`src/rtl/seq_pkg.sv`:
```
// Shared types for the program sequencer.
// Assumes one-word instructions in byte-addressed memory.
package seq_pkg;
    typedef enum logic [0:0] {
        PH_FETCH = 1'b0,
        PH_EXEC  = 1'b1
    } phase_e;

    typedef enum logic [1:0] {
        BRK_NONE   = 2'b00,
        BRK_ALWAYS = 2'b01,
        BRK_GT     = 2'b10,
        BRK_EQ     = 2'b11
    } brk_e;

    localparam int unsigned INSTR_BYTES = 4;
    localparam int unsigned ALIGN_BITS  = 2;
endpackage

```
`src/rtl/seq_phase_ctrl.sv`:
```
// Phase controller: alternates fetch and execute and owns the instruction
// register. Fetch waits for the memory handshake; execute is one cycle.
// Assumes imem_rdata is valid whenever imem_valid is high.
module seq_phase_ctrl
    import seq_pkg::*;
#(
    parameter int DW = 32
) (
    input  logic          clk,
    input  logic          rst_n,
    input  logic          imem_valid,
    input  logic [DW-1:0] imem_rdata,
    output phase_e        phase,
    output logic          fetch_done,
    output logic [DW-1:0] instr
);
    phase_e phase_q;
    logic [DW-1:0] ir_q;

    // Handshake completes only while fetching
    always_comb fetch_done = (phase_q == PH_FETCH) && imem_valid;

    // Phase register: fetch -> execute on handshake, execute -> fetch always
    always_ff @(posedge clk) begin
        if (!rst_n) begin
            phase_q <= PH_FETCH;
        end else if (phase_q == PH_EXEC) begin
            phase_q <= PH_FETCH;
        end else if (imem_valid) begin
            phase_q <= PH_EXEC;
        end
    end

    // Instruction register: latched at fetch completion
    always_ff @(posedge clk) begin
        if (!rst_n) begin
            ir_q <= '0;
        end else if (fetch_done) begin
            ir_q <= imem_rdata;
        end
    end

    assign phase = phase_q;
    assign instr = ir_q;

    p_exec_one_cycle_r4: assert property (@(posedge clk) disable iff (!rst_n)
        (phase_q == PH_EXEC) |=> (phase_q == PH_FETCH));
    p_fetch_wait_r2: assert property (@(posedge clk) disable iff (!rst_n)
        (phase_q == PH_FETCH && !imem_valid) |=> (phase_q == PH_FETCH) && $stable(ir_q));
    p_ir_latch_r3: assert property (@(posedge clk) disable iff (!rst_n)
        (phase_q == PH_FETCH && imem_valid) |=> (ir_q == $past(imem_rdata)) && (phase_q == PH_EXEC));
endmodule

```
`src/rtl/seq_cond_eval.sv`:
```
// Condition evaluator: stores zero/negative flags and decides, in the
// execute phase only, whether the decoded branch kind is taken.
// Assumes flags written in a cycle affect only later branch decisions.
module seq_cond_eval
    import seq_pkg::*;
(
    input  logic       clk,
    input  logic       rst_n,
    input  logic       flag_we,
    input  logic       res_zero,
    input  logic       res_neg,
    input  logic [1:0] br_kind,
    input  logic       exec,
    output logic       take
);
    logic flg_z_q;
    logic flg_n_q;
    logic cond_ok;

    // Flag storage, written on request
    always_ff @(posedge clk) begin
        if (!rst_n) begin
            flg_z_q <= 1'b0;
            flg_n_q <= 1'b0;
        end else if (flag_we) begin
            flg_z_q <= res_zero;
            flg_n_q <= res_neg;
        end
    end

    // Branch kind against stored flags
    always_comb begin
        case (brk_e'(br_kind))
            BRK_ALWAYS: cond_ok = 1'b1;
            BRK_GT:     cond_ok = !flg_z_q && !flg_n_q;
            BRK_EQ:     cond_ok = flg_z_q;
            default:    cond_ok = 1'b0;
        endcase
    end

    // Decision is qualified by the execute phase
    always_comb take = exec && cond_ok;

    p_fetch_no_take_r11: assert property (@(posedge clk) disable iff (!rst_n)
        !exec |-> !take);
    p_none_no_take_r5: assert property (@(posedge clk) disable iff (!rst_n)
        (br_kind == 2'b00) |-> !take);
    p_gt_needs_pos_r7: assert property (@(posedge clk) disable iff (!rst_n)
        (take && br_kind == 2'b10) |-> (!flg_z_q && !flg_n_q));
    p_eq_needs_zero_r8: assert property (@(posedge clk) disable iff (!rst_n)
        (take && br_kind == 2'b11) |-> flg_z_q);
endmodule

```
`src/rtl/seq_pc_unit.sv`:
```
// Program counter: loads the aligned start address at reset, steps by one
// instruction at fetch completion, and adds a sign-extended offset to the
// already stepped value when a branch is taken.
// Assumes OFFW < AW; offset and start address low bits are dropped.
module seq_pc_unit
    import seq_pkg::*;
#(
    parameter int AW   = 32,
    parameter int OFFW = 16
) (
    input  logic            clk,
    input  logic            rst_n,
    input  logic [AW-1:0]   start_addr,
    input  logic            fetch_done,
    input  logic            take,
    input  logic [OFFW-1:0] br_offset,
    output logic [AW-1:0]   pc
);
    localparam logic [AW-1:0] ALIGN_MASK = ~((AW)'((1 << ALIGN_BITS) - 1));
    localparam logic [AW-1:0] STEP       = (AW)'(INSTR_BYTES);

    logic [AW-1:0] pc_q;
    logic [AW-1:0] off_ext;

    // Sign-extend and word-align the branch offset
    always_comb off_ext = {{(AW-OFFW){br_offset[OFFW-1]}}, br_offset} & ALIGN_MASK;

    // Counter update: reset load, sequential step, relative redirect
    always_ff @(posedge clk) begin
        if (!rst_n) begin
            pc_q <= start_addr & ALIGN_MASK;
        end else if (fetch_done) begin
            pc_q <= pc_q + STEP;
        end else if (take) begin
            pc_q <= pc_q + off_ext;
        end
    end

    assign pc = pc_q;

    p_reset_load_r1: assert property (@(posedge clk)
        !rst_n |=> (pc_q == ($past(start_addr) & ALIGN_MASK)));
    p_step_r3: assert property (@(posedge clk) disable iff (!rst_n)
        fetch_done |=> (pc_q == $past(pc_q) + STEP));
    p_hold_r5: assert property (@(posedge clk) disable iff (!rst_n)
        (!fetch_done && !take) |=> $stable(pc_q));
    p_aligned_r10: assert property (@(posedge clk) disable iff (!rst_n)
        pc_q[ALIGN_BITS-1:0] == '0);
endmodule

```
`src/rtl/prog_sequencer.sv`:
```
// Top of the fetch-execute sequencer. Connects the phase controller, the
// condition evaluator and the program counter, and exposes the memory
// request and the phase strobes to the datapath.
// Assumes the decoder drives br_kind/br_offset during the execute cycle.
module prog_sequencer
    import seq_pkg::*;
#(
    parameter int AW   = 32,
    parameter int DW   = 32,
    parameter int OFFW = 16
) (
    input  logic            clk,
    input  logic            rst_n,
    input  logic [AW-1:0]   start_addr,
    output logic            imem_req,
    output logic [AW-1:0]   imem_addr,
    input  logic            imem_valid,
    input  logic [DW-1:0]   imem_rdata,
    input  logic [1:0]      br_kind,
    input  logic [OFFW-1:0] br_offset,
    input  logic            res_zero,
    input  logic            res_neg,
    input  logic            flag_we,
    output logic            ph_fetch,
    output logic            ph_exec,
    output logic [DW-1:0]   instr,
    output logic [AW-1:0]   pc,
    output logic            br_taken
);
    phase_e        phase;
    logic          fetch_done;
    logic          take;
    logic [AW-1:0] pc_w;

    seq_phase_ctrl #(.DW(DW)) u_phase (
        .clk        (clk),
        .rst_n      (rst_n),
        .imem_valid (imem_valid),
        .imem_rdata (imem_rdata),
        .phase      (phase),
        .fetch_done (fetch_done),
        .instr      (instr)
    );

    seq_cond_eval u_cond (
        .clk      (clk),
        .rst_n    (rst_n),
        .flag_we  (flag_we),
        .res_zero (res_zero),
        .res_neg  (res_neg),
        .br_kind  (br_kind),
        .exec     (ph_exec),
        .take     (take)
    );

    seq_pc_unit #(.AW(AW), .OFFW(OFFW)) u_pc (
        .clk        (clk),
        .rst_n      (rst_n),
        .start_addr (start_addr),
        .fetch_done (fetch_done),
        .take       (take),
        .br_offset  (br_offset),
        .pc         (pc_w)
    );

    // Phase strobes and memory request decode
    always_comb begin
        ph_fetch = (phase == PH_FETCH);
        ph_exec  = (phase == PH_EXEC);
        imem_req = ph_fetch;
    end

    assign imem_addr = pc_w;
    assign pc        = pc_w;
    assign br_taken  = take;

    p_phase_excl_r4: assert property (@(posedge clk) disable iff (!rst_n)
        !(ph_fetch && ph_exec));
    p_req_addr_r2: assert property (@(posedge clk) disable iff (!rst_n)
        imem_req |-> (imem_addr == pc) && ph_fetch);
    p_back_to_fetch_r4: assert property (@(posedge clk) disable iff (!rst_n)
        ph_exec |=> imem_req);
endmodule

```
`config.mk`:
```
export PLATFORM = sky130hd
export DESIGN_NAME = prog_sequencer
export DESIGN_NICKNAME = d
export VERILOG_FILES = /design/src/rtl/seq_pkg.sv /design/src/rtl/seq_phase_ctrl.sv /design/src/rtl/seq_cond_eval.sv /design/src/rtl/seq_pc_unit.sv /design/src/rtl/prog_sequencer.sv
export SDC_FILE = /design/constraint.sdc
export NUM_CORES = 1
export LEC_CHECK = 0
export BUFFER_PORTS_ARGS = -buffer_cell sky130_fd_sc_hd__buf_2
export CAP_MARGIN = 20
export CORE_MARGIN = 5
export CORE_UTILIZATION = 45
export CTS_CLUSTER_DIAMETER = 200
export CTS_CLUSTER_SIZE = 16
export DETAILED_ROUTE_END_ITERATION = 12
export GPL_TIMING_DRIVEN = 1
export PLACE_DENSITY = 0.75
export SYNTH_ARGS = -nofsm -noshare
export SYNTH_HDL_FRONTEND = slang
export SYNTH_HIERARCHICAL = 1
export SYNTH_SLANG_ARGS = --single-unit
```
`constraint.sdc`:
```
create_clock -name clk -period 5.4 [get_ports clk]
set_input_delay 1.08 -clock clk [delete_from_list [all_inputs] [get_ports clk]]
set_output_delay 1.08 -clock clk [all_outputs]
set_load 0.05 [all_outputs]
```
-- After elaboration in Yosys (flattened, before gate mapping)
Cells that the tools add are included.
- add/sub/neg operators: 2
- reduce and logical (&&, ||, !) cells: 7
- bitwise operators: 2
- equality and inequality tests: 4
- mux-type cells: 5
- operators with widths (operator ; count):
    two-way mux 32 bit ; 3
    adder 32 x 3 -> 32 bit, second input constant ; 1
    adder 32 bit ; 1
    equality test 2 bit, second input constant ; 2
    logical AND 1 bit ; 3
    != test 3 x 1 -> 1 bit, second input constant ; 1
    one-hot mux 1 bit (3 select lines) ; 1
    equality test 2 x 1 -> 1 bit, second input constant ; 1
    zero test 1 bit ; 2
    inverter 1 bit ; 2
    nonzero test 2 bit ; 1
    OR reduction 2 bit ; 1
    two-way mux 1 bit ; 1
- flip-flop bits (word level): 67
- output and inout port bits: 100
- input bits: 88
- word-level logic and storage cells: 26

-- Longest topological paths before layout
- depth after elaboration: 7
- depth in mapped cells: 14

-- By module
Netlist, hierarchy kept.
- by module, submodules not included (module ; area an instance (um^2) ; cells each ; instances):
    seq_pc_unit ; 3119.2 ; 367 ; 1
    seq_phase_ctrl ; 1362.6 ; 142 ; 1
    prog_sequencer ; 251.5 ; 34 ; 1
    seq_cond_eval ; 96.3 ; 10 ; 1

-- Least setup slack after synthesis
No wires, ideal clock.
- kind: input port to flip-flop
- start: input port imem_valid
- end: register u_pc.pc_q[16] (netlist: u_pc/pc[16]), data pin
- setup slack: 0.740 ns
- path buffers: 3
- stages: 14
- data arrival time: 4.400 ns
- cell sequence: nor2b_4 buf_12 buf_12 clkbuf_1 or2_2 ha_1 fa_1 a21o_1 a221o_1 a21o_1 a221o_1 maj3_2 xnor2_1 mux2_2
- longest elaborated chain between the ends: 3
- ends and longest elaborated chain (element ; line ; RTL):
    from (decl) ; prog_sequencer.sv:17 ; input logic imem_valid,
    logical AND 1 bit ; seq_phase_ctrl.sv:21 ; always_comb fetch_done = (phase_q == PH_FETCH) && imem_valid;
    net fetch_done ; prog_sequencer.sv:31 ; logic fetch_done;
    two-way mux 32 bit ; seq_pc_unit.sv:32 ; end else if (fetch_done) begin
    two-way mux 32 bit ; seq_pc_unit.sv:30 ; if (!rst_n) begin
    to (signal assigned) ; seq_pc_unit.sv:31 ; pc_q <= start_addr & ALIGN_MASK;
    to (signal assigned) ; seq_pc_unit.sv:33 ; pc_q <= pc_q + STEP;
    to (signal assigned) ; seq_pc_unit.sv:35 ; pc_q <= pc_q + off_ext;
    to (decl) ; seq_pc_unit.sv:22 ; logic [AW-1:0] pc_q;
The timed path passes the listed nets, and every way through them passes these cells.
A chain may end at the register's enable or synchronous reset.

-- Worst setup path after layout
- start: input port imem_valid
- end: register u_pc.pc_q[30] (netlist: u_pc/pc[30]), data pin
The elaborated chain is that of the path after synthesis.

==> results.ini <==
[run_status]
status = finished clean

[place]
place.gp.congestion = 0.915
dpl-instance-area_um2 = 5430
placement.setup.worst_slack_ps = 869
io_buffers = 179
hpwlAfterDp_um = 9720

[logic_synthesis]
ys_seq_area_frac = 0.332
synth.distinct_cells = 64
syn-cell-area_um2 = 4830
ys_warn_count = 6
syn_inst = 553
yosys_register_bits = 65
synth_edf_count = 30
synth_area_per_cell_um2 = 8.73
synth_async_sr_flop_share = 0
synth_flop_cell = dfxtp_1

[timing]
final_max_slew_viol_count = 0
finalClockSkew_ps = 8.61
worstMarginPinSlew_ps = 759
hold_violations = 0
finalWorstSetupSlack_ps = 1160
fmax_mhz = 236
finalCritPeriodShare = 0.785
relSlewSlack = 0.492
whs_ps = 457
timing.final.crit_period_ps = 4240
final.setup.tns_ps = 0
setup_viol = 0
rsz0062_at_grt = false

[layout]
final_area_um2 = 5630
regArea_um2 = 1600
final_common_cell = buf_2
multi_input_area_um2 = 2710
layout_common_cells = buf_2, nand2_1, mux2i_1, dfxtp_1, edfxtp_1
utilization = 0.540
drive_gt1_frac = 0.326
fin_nets = 775
syn_to_final_growth_pct = 16.5
nFillCells = 986

[drt]
wire_per_inst_um = 16.1
num_vias = 4442
drt_first_pass_iters = 8
postRouteAntennaNets = 0
drc = 0
drt_wl_total_um = 13100
drtIter0Drc = 216
avgViaCountPerCell = 5.46

[critical_path]
crit_buf_inv = 1
critPathKind = in -> reg
arrival_ps = 4350
critical_path_required_ps = 5510
start_kind = input port
max_stage_delay_ps = 600
endpoint_kind = flop
worst_path_dominant_cell_family = compound AO/OA/AOI/OAI gates
cp_slowest_cell = a211oi_1
crit_chain = buf_2 -> nor2b_4 -> or2_2 -> ha_1 -> fa_1 -> a21o_1 -> a221o_1 -> a21o_1 -> a211oi_1 -> mux2i_1 -> xnor2_1 -> mux2_2
cp_common_cell = a21o_1
cp_max_fo = 10

[clock_tree]
cts_buffers = 9
postCtsHoldBufs = 0
clk_latency_ps = 350
cts_sinks = 65
cts_max_path_buffers = 2
cts_tree = built
cts_root_buf = clkbuf_8
cts_resized = 0
cts_htree_levels = 3
post-cts-setup-buffers = 0
clk_pin_slew_worst_paths_ps = 70

[grt]
grt_antenna_before_repair = 2
grt.total_usage = 0.195
grt_pass1_wl_um = 20600
grt_max_degree = 78
grt_pass1_vias = 4292
grt_remaining_overflow = 0

[floorplanning]
die_y_um = 114
initial_core_util = 0.464
die_x_um = 114
dieArea_um2 = 12900
io_pins = 188
core_um2 = 10400
num_rows = 37

[pwr]
combPwrFrac = 0.499
power.share.clock = 0.185
leakage_nw = 2.56
p_int_w = 0.00117
swShare = 0.480
powerDensity_nw_per_um2 = 398
p_sw_w = 0.00108
ir_worst_vdd_v = 0.000196
seqPwrFrac = 0.316

[worst_hold_path]
hold_path.class = reg -> reg

[flow_run]
cap_violations = 0

## worst register-to-register path, delay by kind of cell, from the launching register on
kind / cells / cell delay [ps]
flip-flops: 1 / 430
XOR/XNOR: 1 / 90
adder cells (fa/ha/maj): 2 / 630
AO/OA/AOI/OAI: 4 / 1430
multiplexers: 2 / 570
AND/OR/NAND/NOR: 2 / 410
## logic make-up after synthesis
kind of cell | after synthesis | synth area share
xor gates and xnor gates | 35 | 0.0635
and+or+nand+nor | 207 | 0.210
other | 1 | 0.000776
muxes | 51 | 0.109
DFF | 65 | 0.332
buffers and inverters | 81 | 0.110
adders and majority gates | 15 | 0.0402
AOI/OAI and AO/OA | 98 | 0.135
## metrics by stage
stage | power [W] | instances
floorplan | 0.00166 | 554
global placement | 0.00181 | 798
detailed placement | 0.00183 | 798
CTS | 0.00225 | 813
global route | 0.00235 | 814
finish | 0.00224 | 814
## synthesized netlist by cell type (all sizes together), types with 12 or more instances
cell type,n,area share
mux2,14,0.033
xnor2,29,0.053
dfxtp,35,0.15
o21ai,12,0.012
nand2,90,0.070
buf,53,0.088
clkbuf,23,0.018
edfxtp,30,0.19
ha,13,0.034
nand3,14,0.015
nor2b,18,0.025
mux2i,37,0.077
a21oi,28,0.029
nor3,12,0.012
nor2,24,0.019
## cell type report
| type | count | share of cell area |
|---|---|---|
| Timing Repair Buffer | 184 | 0.166 |
| Sequential cell | 65 | 0.285 |
| Inverter | 5 | 0.00334 |
| Clock buffer | 13 | 0.0323 |
| Tap cell | 136 | 0.0302 |
| Antenna cell | 1 | 0.000445 |
| Multi-Input combinational cell | 408 | 0.481 |
| Clock inverter | 2 | 0.00178 |
## per-layer routing
metal / global-route usage / share of wire
met5: 0 / 0.0015
met4: 0.0593 / 0.017
met3: 0.0647 / 0.10
met2: 0.335 / 0.48
met1: 0.231 / 0.40
## flip-flops by register name (all words and copies together) (netlist names)
signal / count
u_phase/instr: 32
u_pc/pc: 30
u_cond/flg_n_q: 1
u_cond/flg_z_q: 1
u_phase/phase: 1
## power by group through the flow
stage	clock network, W	registers (W)	logic [W]
2_1_floorplan	0	0.000910	0.000754
3_3_place_gp	0	0.000712	0.00109
3_5_place_dp	0	0.000717	0.00111
4_1_cts	0.000425	0.000708	0.00111
5_1_grt	0.000447	0.000722	0.00118
6_report	0.000415	0.000708	0.00112
## path summary, 6_finish.rpt
| path | start | endpoint | slack, ps | cells past startpoint |
|---|---|---|---|---|
| worst max register to register | u_phase/phase$_SDFF_PP0_ | u_pc/pc[30]$_DFFE_PP_ | 1610 | 11 |
| worst min register to register | u_phase/instr[2]$_SDFFE_PN0P_ | u_phase/instr[2]$_SDFFE_PN0P_ | 460 | 2 |
| worst min-delay path | u_phase/instr[2]$_SDFFE_PN0P_ | u_phase/instr[2]$_SDFFE_PN0P_ | 460 | 2 |
| worst max-delay path | imem_valid | u_pc/pc[30]$_DFFE_PP_ | 1160 | 12 |
Note: power is estimated with default switching activity, not from simulation.
